### src/rtl/csr_bank_pkg.sv
package csr_bank_pkg;
  localparam int unsigned NUM_RES = 4;

  localparam logic [1:0] K_READ  = 2'd0;
  localparam logic [1:0] K_WRITE = 2'd1;
  localparam logic [1:0] K_LOCK  = 2'd2;

  localparam logic [2:0] RC_DONE = 3'd0;
  localparam logic [2:0] RC_TYPE = 3'd6;
  localparam logic [2:0] RC_ADDR = 3'd7;

  localparam int unsigned OFF_STCLR  = 'h000;
  localparam int unsigned OFF_STSET  = 'h004;
  localparam int unsigned OFF_NODE   = 'h008;
  localparam int unsigned OFF_RSTART = 'h00C;
  localparam int unsigned OFF_SPLHI  = 'h018;
  localparam int unsigned OFF_SPLLO  = 'h01C;
  localparam int unsigned OFF_RES    = 'h21C;

  typedef enum logic [2:0] {
    SEL_STCLR, SEL_STSET, SEL_NODE, SEL_RSTART,
    SEL_SPLHI, SEL_SPLLO, SEL_RES, SEL_NONE
  } sel_e;
endpackage

### src/rtl/csr_bank_decode.sv
module csr_bank_decode
  import csr_bank_pkg::*;
#(
  parameter int unsigned OFF_W = 12,
  localparam int unsigned WORD_W = OFF_W - 2,
  localparam int unsigned IDX_W = $clog2(NUM_RES)
) (
  input  logic [WORD_W-1:0] word_i,
  output sel_e              sel_o,
  output logic [IDX_W-1:0]  idx_o
);
  always_comb begin
    sel_o = SEL_NONE;
    idx_o = '0;
    if (word_i == WORD_W'(OFF_STCLR >> 2))       sel_o = SEL_STCLR;
    else if (word_i == WORD_W'(OFF_STSET >> 2))  sel_o = SEL_STSET;
    else if (word_i == WORD_W'(OFF_NODE >> 2))   sel_o = SEL_NODE;
    else if (word_i == WORD_W'(OFF_RSTART >> 2)) sel_o = SEL_RSTART;
    else if (word_i == WORD_W'(OFF_SPLHI >> 2))  sel_o = SEL_SPLHI;
    else if (word_i == WORD_W'(OFF_SPLLO >> 2))  sel_o = SEL_SPLLO;
    for (int i = 0; i < NUM_RES; i++) begin
      if (word_i == WORD_W'((OFF_RES >> 2) + i)) begin
        sel_o = SEL_RES;
        idx_o = IDX_W'(i);
      end
    end
  end
endmodule

### src/rtl/csr_bank_resource.sv
module csr_bank_resource
  import csr_bank_pkg::*;
#(
  parameter logic [31:0] MGR_INIT = 32'h3F,
  parameter logic [31:0] BW_INIT  = 32'd4915,
  localparam int unsigned IDX_W = $clog2(NUM_RES)
) (
  input  logic                     clk_i,
  input  logic                     rst_ni,
  input  logic                     bus_reset_i,
  input  logic                     lock_en_i,
  input  logic [IDX_W-1:0]         idx_i,
  input  logic [31:0]              cmp_i,
  input  logic [31:0]              swap_i,
  output logic [NUM_RES-1:0][31:0] val_o
);
  for (genvar g = 0; g < NUM_RES; g++) begin : g_res
    localparam logic [31:0] INIT = (g == 0) ? MGR_INIT : (g == 1) ? BW_INIT : '1;
    logic hit;
    assign hit = lock_en_i && (idx_i == IDX_W'(g)) && (val_o[g] == cmp_i);
    always_ff @(posedge clk_i or negedge rst_ni) begin
      if (!rst_ni)          val_o[g] <= INIT;
      else if (bus_reset_i) val_o[g] <= INIT;  // strobe wins over a same-cycle swap
      else if (hit)         val_o[g] <= swap_i;
    end
  end
endmodule

### src/rtl/csr_bank_cfg.sv
module csr_bank_cfg
  import csr_bank_pkg::*;
#(
  parameter logic [31:0] SPLIT_LO_INIT = 32'd800 << 19
) (
  input  logic        clk_i,
  input  logic        rst_ni,
  input  logic        bus_reset_i,
  input  logic        is_root_i,
  input  logic [15:0] node_id_i,
  input  logic        wr_en_i,
  input  sel_e        sel_i,
  input  logic [31:0] wdata_i,
  output logic [31:0] state_o,
  output logic [31:0] node_o,
  output logic [31:0] spl_hi_o,
  output logic [31:0] spl_lo_o
);
  localparam logic [31:0] KEEP_ST  = 32'h0000_0300;
  localparam logic [31:0] CMSTR    = 32'h0000_0100;
  localparam logic [31:0] BUS_MASK = 32'hFFC0_0000;
  localparam logic [31:0] NOD_MASK = 32'h003F_0000;
  localparam logic [31:0] HI_MASK  = 32'h0000_0007;
  localparam logic [31:0] LO_MASK  = 32'hFFF8_0000;

  always_ff @(posedge clk_i or negedge rst_ni) begin
    if (!rst_ni) begin
      state_o  <= '0;
      node_o   <= '0;
      spl_hi_o <= '0;
      spl_lo_o <= SPLIT_LO_INIT & LO_MASK;
    end else if (bus_reset_i) begin
      state_o <= state_o & KEEP_ST & (is_root_i ? '1 : ~CMSTR);
      node_o  <= {node_id_i, 16'h0};
    end else if (wr_en_i) begin
      case (sel_i)
        SEL_STCLR: state_o  <= state_o & ~wdata_i;
        SEL_STSET: state_o  <= state_o | wdata_i;
        SEL_NODE:  node_o   <= (node_o & NOD_MASK) | (wdata_i & BUS_MASK);
        SEL_SPLHI: spl_hi_o <= wdata_i & HI_MASK;
        SEL_SPLLO: spl_lo_o <= wdata_i & LO_MASK;
        default: ;
      endcase
    end
  end
endmodule

### src/rtl/csr_bank.sv
module csr_bank
  import csr_bank_pkg::*;
#(
  parameter int unsigned OFF_W      = 12,
  parameter int unsigned LEN_W      = 10,
  parameter int unsigned EXT_W      = 4,
  parameter logic [EXT_W-1:0] CSWAP = EXT_W'(2),
  parameter logic [31:0] MGR_INIT   = 32'h3F,
  parameter logic [31:0] BW_INIT    = 32'd4915,
  parameter logic [31:0] SPLIT_LO_INIT = 32'd800 << 19,
  localparam int unsigned IDX_W = $clog2(NUM_RES)
) (
  input  logic             clk_i,
  input  logic             rst_ni,
  input  logic             req_valid_i,
  input  logic [1:0]       req_kind_i,
  input  logic [OFF_W-1:0] req_off_i,
  input  logic [LEN_W-1:0] req_len_i,
  input  logic [EXT_W-1:0] req_ext_i,
  input  logic [31:0]      req_data_i,
  input  logic [31:0]      req_arg_i,
  input  logic             bus_reset_i,
  input  logic             is_root_i,
  input  logic [15:0]      node_id_i,
  output logic             rsp_valid_o,
  output logic [2:0]       rsp_code_o,
  output logic [31:0]      rsp_data_o
);
  sel_e sel;
  logic [IDX_W-1:0] idx;
  logic [NUM_RES-1:0][31:0] res_q;
  logic [31:0] state_q, node_q, spl_hi_q, spl_lo_q;
  logic off_ok, len_ok, wr_en, lock_en;
  logic [2:0]  code;
  logic [31:0] rdata;

  assign off_ok = (req_off_i & OFF_W'(3)) == '0;
  assign len_ok = (req_len_i & LEN_W'(3)) == '0;

  csr_bank_decode #(.OFF_W(OFF_W)) u_dec (
    .word_i(req_off_i[OFF_W-1:2]), .sel_o(sel), .idx_o(idx)
  );

  csr_bank_resource #(.MGR_INIT(MGR_INIT), .BW_INIT(BW_INIT)) u_res (
    .clk_i, .rst_ni, .bus_reset_i, .lock_en_i(lock_en), .idx_i(idx),
    .cmp_i(req_arg_i), .swap_i(req_data_i), .val_o(res_q)
  );

  csr_bank_cfg #(.SPLIT_LO_INIT(SPLIT_LO_INIT)) u_cfg (
    .clk_i, .rst_ni, .bus_reset_i, .is_root_i, .node_id_i,
    .wr_en_i(wr_en), .sel_i(sel), .wdata_i(req_data_i),
    .state_o(state_q), .node_o(node_q), .spl_hi_o(spl_hi_q), .spl_lo_o(spl_lo_q)
  );

  always_comb begin
    code    = RC_ADDR;
    rdata   = '0;
    wr_en   = 1'b0;
    lock_en = 1'b0;
    if (!off_ok) begin
      code = RC_TYPE;
    end else begin
      case (req_kind_i)
        K_READ: begin
          if (!len_ok) code = RC_TYPE;
          else case (sel)
            SEL_STCLR, SEL_STSET: begin code = RC_DONE; rdata = state_q;    end
            SEL_NODE:             begin code = RC_DONE; rdata = node_q;     end
            SEL_SPLHI:            begin code = RC_DONE; rdata = spl_hi_q;   end
            SEL_SPLLO:            begin code = RC_DONE; rdata = spl_lo_q;   end
            SEL_RES:              begin code = RC_DONE; rdata = res_q[idx]; end
            SEL_RSTART:           code = RC_TYPE;
            default:              code = RC_ADDR;
          endcase
        end
        K_WRITE: begin
          if (!len_ok) code = RC_TYPE;
          else case (sel)
            SEL_STCLR, SEL_STSET, SEL_NODE, SEL_SPLHI, SEL_SPLLO: begin
              code  = RC_DONE;
              wr_en = req_valid_i;
            end
            SEL_RSTART: code = RC_DONE;
            SEL_RES:    code = RC_TYPE;
            default:    code = RC_ADDR;
          endcase
        end
        K_LOCK: begin
          if (sel == SEL_RES) begin
            if (req_ext_i == CSWAP) begin
              code    = RC_DONE;
              rdata   = res_q[idx];
              lock_en = req_valid_i;
            end else begin
              code = RC_TYPE;
            end
          end else if (sel == SEL_NONE) begin
            code = RC_ADDR;
          end else begin
            code = RC_TYPE;
          end
        end
        default: code = RC_TYPE;
      endcase
    end
  end

  always_ff @(posedge clk_i or negedge rst_ni) begin
    if (!rst_ni) begin
      rsp_valid_o <= 1'b0;
      rsp_code_o  <= RC_DONE;
      rsp_data_o  <= '0;
    end else begin
      rsp_valid_o <= req_valid_i;
      rsp_code_o  <= req_valid_i ? code  : RC_DONE;
      rsp_data_o  <= req_valid_i ? rdata : '0;
    end
  end
endmodule

### config.mk
export PLATFORM = sky130hd
export DESIGN_NAME = csr_bank
export DESIGN_NICKNAME = d
export VERILOG_FILES = /design/src/rtl/csr_bank_pkg.sv /design/src/rtl/csr_bank_decode.sv /design/src/rtl/csr_bank_resource.sv /design/src/rtl/csr_bank_cfg.sv /design/src/rtl/csr_bank.sv
export SDC_FILE = /design/constraint.sdc
export NUM_CORES = 1
export LEC_CHECK = 0
export ABC_AREA = 1
export ABC_CLOCK_PERIOD_IN_PS = 2400
export BUFFER_PORTS_ARGS = -buffer_cell sky130_fd_sc_hd__buf_2
export CORE_AREA = 2 2 213 215
export DETAILED_ROUTE_END_ITERATION = 8
export DIE_AREA = 0 0 215 217
export PLACE_DENSITY_LB_ADDON = 0.12
export SLEW_MARGIN = 20
export SYNTH_ARGS = -nofsm -noshare
export SYNTH_HDL_FRONTEND = slang
export SYNTH_SLANG_ARGS = --single-unit
### constraint.sdc
create_clock -name clk_i -period 2.4 [get_ports clk_i]
set_clock_uncertainty 0.15 [all_clocks]
set_input_delay 0.36 -clock clk_i [delete_from_list [all_inputs] [get_ports clk_i]]
set_output_delay 0.36 -clock clk_i [all_outputs]
set_load 0.01 [all_outputs]
==> results of run 1 <==
through the flow:
step | TNS, ps | worst slack, ps | hold WS, ps | instance area (um2)
4_1_cts | 0 | 108.7 | 4.271 | 16800
5_1_grt | 0 | 11.66 | 21.60 | 16810
6_report | 0 | 122.6 | 34.44 | 16810
3_3_place_gp | -761.8 | -46.67 | 209.2 | 15500
3_5_place_dp | -843.5 | -54.70 | 212.0 | 15500
2_1_floorplan | 0 | 432.6 | -85.59 | 13140
report_power, final:
| group | internal (mW) | switching, mW | total, mW |
|---|---|---|---|
| Combinational | 0.499 | 0.821 | 1.32 |
| Clock | 2.56 | 1.84 | 4.40 |
| Sequential | 4.10 | 0.174 | 4.27 |
worst max-delay path, cell delays in order:
cell and delay, ps:
dlygate4sd3_1 520, buf_2 110, nor2_1 120, dlygate4sd3_1 570
nand2_1 60, dlygate4sd3_1 550, nor4_1 290
Yosys cell counts:
master | number | area share
o22ai_1 | 33 | 0.016
dfrtp_1 | 147 | 0.28
nand2_1 | 493 | 0.14
nor4_1 | 3 | 0.0014
a21oi_1 | 51 | 0.019
inv_2 | 9 | 0.0026
a32o_1 | 1 | 0.00076
o21ai_1 | 12 | 0.0046
inv_4 | 1 | 0.00048
nor3_2 | 1 | 0.00076
nand4_1 | 44 | 0.021
nor2_1 | 182 | 0.052
xor2_1 | 38 | 0.025
o2111ai_1 | 1 | 0.00067
xnor2_1 | 64 | 0.043
o211ai_1 | 12 | 0.0069
nor3_1 | 11 | 0.0042
buf_4 | 11 | 0.0063
buf_6 | 2 | 0.0017
nand2_4 | 1 | 0.00086
nor2_8 | 2 | 0.0030
nor2_4 | 4 | 0.0034
nand3_2 | 4 | 0.0030
inv_1 | 170 | 0.049
o21ai_0 | 96 | 0.037
buf_1 | 10 | 0.0029
and2_1 | 2 | 0.00095
nand2_2 | 12 | 0.0057
or2_2 | 5 | 0.0024
dfstp_2 | 80 | 0.16
nor2_2 | 6 | 0.0029
nand3b_1 | 4 | 0.0023
clkbuf_1 | 49 | 0.014
nand3_1 | 206 | 0.078
buf_2 | 21 | 0.0080
final timing paths:
path	from	endpoint	slack [ps]	cells after the start
worst max-delay path	req_off_i[0]	rsp_code_o[0]$_DFF_PN0_	120	7
worst min-delay path	req_data_i[23]	u_cfg.spl_lo_o[23]$_DFFE_PN0P_	30	3
worst max register to register	u_res.val_o[126]$_DFFE_PN1P_	u_res.val_o[101]$_DFFE_PN1P_	130	10
worst min register to register	u_cfg.state_o[30]$_DFFE_PN0P_	u_cfg.state_o[30]$_DFFE_PN0P_	330	2
max in group asynchronous	rst_ni	u_res.val_o[113]$_DFFE_PN1P_	1180	3
min in group asynchronous	rst_ni	rsp_data_o[8]$_DFF_PN0_	190	2
cell families (layout without fill, tap and decap cells):
logic type | Yosys count | count (layout)
compound gates | 206 | 206
xor+xnor | 102 | 102
buf+inv | 273 | 544
flops | 227 | 227
other cells | 0 | 1
simple gates | 980 | 980
flip-flops by register name, indices dropped and copies added (netlist names), named ones only:
| signal | cells |
|---|---|
| u_cfg.spl_hi_o | 3 |
| u_cfg.state_o | 31 |
| u_cfg.node_o | 16 |
| rsp_code_o | 2 |
| u_cfg.spl_lo_o | 13 |
| u_res.val_o | 128 |
| rsp_valid_o | 1 |
| rsp_data_o | 32 |
what timing repair did:
| action | in CTS | in global routing |
|---|---|---|
| resized for setup | 0 | 2 |
| hold buffers | 35 | 0 |
| endpoints found under the hold margin | 87 | 0 |
| setup endpoints to repair | 0 | 14 |
final cells by class:
class | count | area (um2)
fill | 4818 | 27890
multi-input combinational | 1288 | 6256
sequential | 227 | 5781
timing repair buffer | 312 | 2390
clock buffer | 35 | 798.3
tap | 600 | 750.7
inverter | 180 | 683.2
clock inverter | 17 | 145.1
antenna | 1 | 2.502
routing by layer:
metal | up-vias | GRT usage
met5 | - | 0
met4 | 0 | 0.08414
met1 | 6135 | 0.3503
met2 | 454 | 0.3479
met3 | 78 | 0.03229
li1 | 6233 | -
==> results.cfg, run 1 <==
[synth]
synth_mux_area_frac = 0
synth_xor_xnor_area_share = 0.06798
synth_top_family_by_area = simple AND/OR/NAND/NOR gates
avgSynthCellArea_um2 = 7.350
syn_nets = 1901
synth-compound-area-share = 0.08455
yosys_register_bits = 227
yosysSeqAreaShare = 0.4399
yosys.area_share.simple = 0.3231
synthAdderAreaFrac = 0
ys_warn_count = 0
syn_inst = 1788
synth_cell_types = 35
synth_area_mm2 = 0.01314

[cells_and_area]
finalNetCount = 2151
layout_common_cells = nand2_1, nand3_1, nor2_1, inv_1, dfrtp_1
area_growth_pct = 27.89
final_cells = 2660
drive_gt1_frac = 0.2210
final_common_cell = nand2_1
fin_util = 0.3760

[critical_path]
crit_arrival_ps = 2590
required_ps = 2710
critical_path_class = in -> reg
end_kind = flip-flop
path_max_fanout = 2
crit_path_start_kind = primary input

[clock_tree]
cts_buffers = 29
insertion_delay_ps = 570
cts-root-buf = clkbuf_16
cts_setup_buffers = 0
cts_tree = built
clkSinkCount = 227
clockBufferDepth = 3
htree_num_levels = 1
clk_pin_slew_worst_paths_ps = 60

[place]
place.gp.congestion = 0.9027
numPortBuffers = 140
dp.cells = 2572
hpwl_um = 42220

[route]
num_vias = 12900
ant_nets = 0
via_per_inst = 4.850
routed_wl_um = 55370
wl_met2_um = 23170
drc = 0
wl_met3_um = 3569
first_pass_iters = 5
drt_iter0_drc = 1213
routed.top_layer = met4
m1WireLength_um = 26650
wire_per_inst_um = 20.82

[floorplan]
die_x_um = 215
placementRows = 78
ios = 149
die_h_um = 217
core_area_mm2 = 0.04470
dieArea_mm2 = 0.04666
initial_utilization = 0.2940

[timing]
slew_viol_final = 0
post-route-period-util = 0.9489
timing.fmax_ghz = 0.4391
rsz0062_at_grt = false
slew_headroom = 0.6299
worst_pin_slew_ps = 555.2
hold_viol = 0
finalSetupViolCount = 0
period_needed_ps = 2277

[grt]
grt_first_pass_wirelength_um = 82450
grt_pass1_vias = 12516
grt_antenna_before_repair = 1
grt_max_degree = 62
grt_overflow = 0
grt_use_total = 0.2356

[power]
total_power_mw = 9.995
p_leak_nw = 8.210
ir_drop_v = 0.0006308
powerDensity_mw_per_mm2 = 594.7

[job]
drv_cap = 0

[worst_hold_path]
hold_path.class = in -> reg

[status]
status = finished clean
Note: power is estimated with default switching activity, not from simulation.
==> run 2, diff against run 1 <==
--- a/config.mk
+++ b/config.mk
@@ -11,7 +11,6 @@
 export CORE_AREA = 2 2 213 215
 export DETAILED_ROUTE_END_ITERATION = 8
 export DIE_AREA = 0 0 215 217
-export PLACE_DENSITY_LB_ADDON = 0.12
 export SLEW_MARGIN = 20
 export SYNTH_ARGS = -nofsm -noshare
 export SYNTH_HDL_FRONTEND = slang
==> constraint.sdc (replaced) <==
create_clock -name clk_i -period 2.4 [get_ports clk_i]
set_clock_uncertainty 0.15 [all_clocks]
set_input_delay 0.36 -clock clk_i [delete_from_list [all_inputs] [get_ports clk_i]]
set_output_delay 0.36 -clock clk_i [all_outputs]
set_load 0.05 [all_outputs]
==> results.cfg, run 2 (synthesized netlist as in run 1, its figures left out) <==
[power]
total_power_mw = 9.713
powerDensity_mw_per_mm2 = 595.4
p_leak_nw = 7.913
ir_drop_v = 0.0004076

[clock_tree]
cts-root-buf = clkbuf_16
cts_tree = built
clkSinkCount = 227
htree_num_levels = 1
cts_setup_buffers = 0
insertion_delay_ps = 560
clk_pin_slew_worst_paths_ps = 60
clockBufferDepth = 3
cts_buffers = 25

[grt]
grt_use_total = 0.2164
grt_use_met3 = 0.02628
grt_overflow = 0
grt_antenna_before_repair = 4
met1_usage = 0.3062
grt.busiest_layer = met2
grt_max_degree = 58
met2_usage = 0.3367
grt_first_pass_wirelength_um = 77760
grt_pass1_vias = 12702

[floorplan]
die_h_um = 217
ios = 149
core_area_mm2 = 0.04470
initial_utilization = 0.2940
die_x_um = 215
placementRows = 78
dieArea_mm2 = 0.04666

[route]
first_pass_iters = 5
drt_iter0_drc = 1297
via_per_inst = 5.002
routed_wl_um = 51090
num_vias = 13029
drc = 0
ant_nets = 0
wire_per_inst_um = 19.61

[cells_and_area]
top_regs = u_res.val_o x128, rsp_data_o x32, u_cfg.state_o x31
largest_reg_flops = 128
finalNetCount = 2097
fin_util = 0.3650
fillerInstances = 4737
final_common_cell = nand2_1
area_growth_pct = 24.14
regMostFlops = u_res.val_o
drive_gt1_frac = 0.2027
layout_common_cells = nand2_1, nand3_1, nor2_1, inv_1, dfrtp_1
post-route-cell-area_mm2 = 0.01631

[timing]
finalSetupViolCount = 0
worst_pin_slew_ps = 525.8
timing.fmax_ghz = 0.4354
slew_viol_final = 0
period_needed_ps = 2297
fin_setup_tns_ps = 0
hold_viol = 0
post-route-period-util = 0.9569
whs_ps = 2.197
slew_headroom = 0.6481

[critical_path]
worstRegToRegCells = 12
required_ps = 2690
path_max_fanout = 2
slowest_stage = dlygate4sd3_1
critical_path_class = in -> reg
slowest_delay_ps = 570
worst_path_most_repeated_cell = dlygate4sd3_1
path_cells = dlygate4sd3_1 > buf_2 > nor2_1 > dlygate4sd3_1 > nand2_1 > dlygate4sd3_1 > nor4_2
crit_path_start_kind = primary input
end_kind = flip-flop
crit_arrival_ps = 2590

[place]
numPortBuffers = 140
dpl_cell_area_mm2 = 0.01520
hpwl_um = 38860
place.gp.congestion = 0.9515

[worst_hold_path]
hold_path_depth = 3
hold_path.class = in -> reg

[status]
status = finished clean

[job]
drv_cap = 0
[run 2: repair_timing]
action | CTS | global route
endpoints found under the setup margin | 0 | 13
gates resized for setup | 0 | 2
hold buffers | 22 | 0
hold endpoints to repair | 87 | 0
[run 2: through the flow]
step	instances	setup WS, ps
3_5_place_dp	2535	0.2103
2_1_floorplan	1788	432.6
3_3_place_gp	2535	35.17
6_report	2605	103.5
4_1_cts	2603	123.6
5_1_grt	2604	-1.621
[run 2: cell type report]
cell class	count	area [um2]	area share
inverters	180	680.7	0.04172
repair buffers	262	1957	0.1200
well taps	600	750.7	0.04602
clock buffers	41	775.7	0.04755
diodes	2	5.005	0.0003068
multi-input cells	1288	6260	0.3837
flip-flops and latches	227	5781	0.3543
clock inverters	5	103.9	0.006366
[run 2: layer usage]
layer,vias to the layer above,part of all wire
met1,6212,0.45
met2,596,0.44
met3,87,0.070
met5,-,0
met4,0,0.039
li1,6134,-
[run 2: final timing paths]
check / startpoint / endpoint / slack (ps)
worst max-delay path: req_off_i[0] / rsp_code_o[0]$_DFF_PN0_ / 100
worst min-delay path: node_id_i[8] / u_cfg.node_o[24]$_DFFE_PN0P_ / 2
worst max register to register: u_res.val_o[2]$_DFFE_PN1P_ / u_res.val_o[29]$_DFFE_PN0P_ / 160
worst min register to register: u_cfg.state_o[1]$_DFFE_PN0P_ / u_cfg.state_o[1]$_DFFE_PN0P_ / 330
max in group asynchronous: rst_ni / u_res.val_o[91]$_DFFE_PN1P_ / 1110
min in group asynchronous: rst_ni / rsp_data_o[4]$_DFF_PN0_ / 170
[run 2: report_power, final]
part	leakage (nW)	switching [mW]	internal, mW
combinational	4.64	0.799	0.471
sequential	2.85	0.176	4.10
clock	0.432	1.65	2.52
[run 2: worst max-delay path, delay by kind of cell]
family	cells	cell delay, ps
buffers and inverters	4	1790
and+or+nand+nor	3	440
==> run 3, diff against run 2 <==
==> constraint.sdc (replaced) <==
create_clock -name clk_i -period 2.4 [get_ports clk_i]
set_clock_uncertainty 0.15 [all_clocks]
set_input_delay 0.12 -clock clk_i [delete_from_list [all_inputs] [get_ports clk_i]]
set_output_delay 0.12 -clock clk_i [all_outputs]
set_load 0.05 [all_outputs]
==> results.cfg, run 3 (synthesized netlist as in run 1, its figures left out) <==
[timing]
whs_ps = -35.56
slew_viol_final = 0
finalSetupViolCount = 0
worst_pin_slew_ps = 603.7
timing.fmax_ghz = 0.4412
period_needed_ps = 2267
post-route-period-util = 0.9444
slew_headroom = 0.5976
rsz0062_at_grt = true
hold_viol = 12

[place]
hpwl_um = 38590
numPortBuffers = 140
place.gp.congestion = 0.9594

[power]
p_leak_nw = 7.897
total_power_mw = 9.292
powerDensity_mw_per_mm2 = 565.6
ir_drop_v = 0.0004578

[floorplan]
placementRows = 78
ios = 149
die_x_um = 215
dieArea_mm2 = 0.04666
die_h_um = 217
core_area_mm2 = 0.04470
initial_utilization = 0.2940

[critical_path]
required_ps = 2730
end_kind = flip-flop
path_max_fanout = 10
crit_path_start_kind = flip-flop
critical_path_class = reg -> reg
crit_arrival_ps = 2600
critical_path.startpoint = u_res.val_o[8]$_DFFE_PN0P_
rr_startpoint = u_res.val_o[8]$_DFFE_PN0P_
rrSetupSlack_ps = 130

[cells_and_area]
multiInputGateArea_mm2 = 0.006290
fillerInstances = 4798
regMostFlops = u_res.val_o
largest_reg_flops = 128
finalNetCount = 2119
drive_gt1_frac = 0.1853
top_regs = u_res.val_o x128, rsp_data_o x32, u_cfg.state_o x31
fin_util = 0.3675
final_common_cell = nand2_1
layout_common_cells = nand2_1, nand3_1, nor2_1, inv_1, dfrtp_1
seqCellArea_mm2 = 0.005781
area_growth_pct = 25.01

[route]
wl_met3_um = 4272
wl_met2_um = 23700
first_pass_iters = 6
num_vias = 13320
via_per_inst = 5.074
ant_nets = 0
drt_iter0_drc = 1502
routed_wl_um = 52840
routed.top_layer = met4
m1WireLength_um = 23070
drc = 0
wire_per_inst_um = 20.13

[status]
status = finished, violations left
violations = hold timing

[grt]
grt_first_pass_wirelength_um = 79510
grt_max_degree = 66
grt_antenna_before_repair = 3
grt_overflow = 0
grt_pass1_vias = 12726
grt_use_total = 0.2217

[clock_tree]
clkSinkCount = 227
cts_buffers = 25
cts-root-buf = clkbuf_16
htree_num_levels = 1
cts_tree = built
clockBufferDepth = 3
insertion_delay_ps = 550
clk_pin_slew_worst_paths_ps = 60

[worst_hold_path]
hold_path.class = in -> async

[job]
drv_cap = 0
[run 3: worst max-delay path, cell delays in order (launching register included)]
cell,delay (ps)
dfrtp_1,420
xor2_1,180
nor3_1,200
nand2_1,90
nor2_1,230
nand2_1,80
nor2_1,240
inv_2,110
nor2_8,150
buf_4,200
nand3_1,100
nand2_1,70
[run 3: stage by stage]
stage | std cells | worst slack (ps) | instance area (um2) | hold slack (ps) | TNS (ps)
floorplan | 1788 | 561.8 | 13140 | -325.6 | 0
global placement | 2502 | 168.6 | 14850 | -35.85 | 0
detailed placement | 2502 | 124.8 | 14850 | -29.24 | 0
CTS | 2620 | 3.878 | 16340 | 2.422 | 0
global route | 2624 | -3.831 | 16430 | 33.34 | -4.790
finish | 2625 | 133.3 | 16430 | -35.56 | 0
[run 3: final timing paths]
check | end | depth (start not counted)
max in group asynchronous | u_res.val_o[119]$_DFFE_PN1P_ | 3
hold reg to reg | u_cfg.state_o[1]$_DFFE_PN0P_ | 2
setup / recovery | u_res.val_o[12]$_DFFE_PN0P_ | 11
hold / removal | rsp_data_o[9]$_DFF_PN0_ | 2
min in group clk_i | u_cfg.spl_hi_o[1]$_DFFE_PN0P_ | 5
setup reg to reg | u_res.val_o[12]$_DFFE_PN0P_ | 11
[run 3: repair_timing]
action | CTS | global route
setup buffers | 0 | 3
endpoints found under the hold margin | 368 | 0
setup endpoints to repair | 0 | 147
hold buffers | 73 | 0
resized for setup | 0 | 13
[run 3: cell type report]
cell class	count	area share
antenna	1	0.0001523
clock buffer	36	0.04181
clock inverter	9	0.004037
inverter	180	0.04174
multi-input combinational	1289	0.3829
sequential	227	0.3519
tap	600	0.04570
timing repair buffer	283	0.1318
[run 3: report_power, final]
part	internal [mW]	switching, mW	leakage [nW]
registers	4.10	0.178	2.85
logic	0.496	0.809	4.68
clock network	2.08	1.63	0.371
[run 3: layer usage]
layer,track usage,vias to the layer above
li1,-,6166
met1,0.3157,6394
met2,0.3495,666
met3,0.02516,94
met4,0.07724,0
met5,0,-
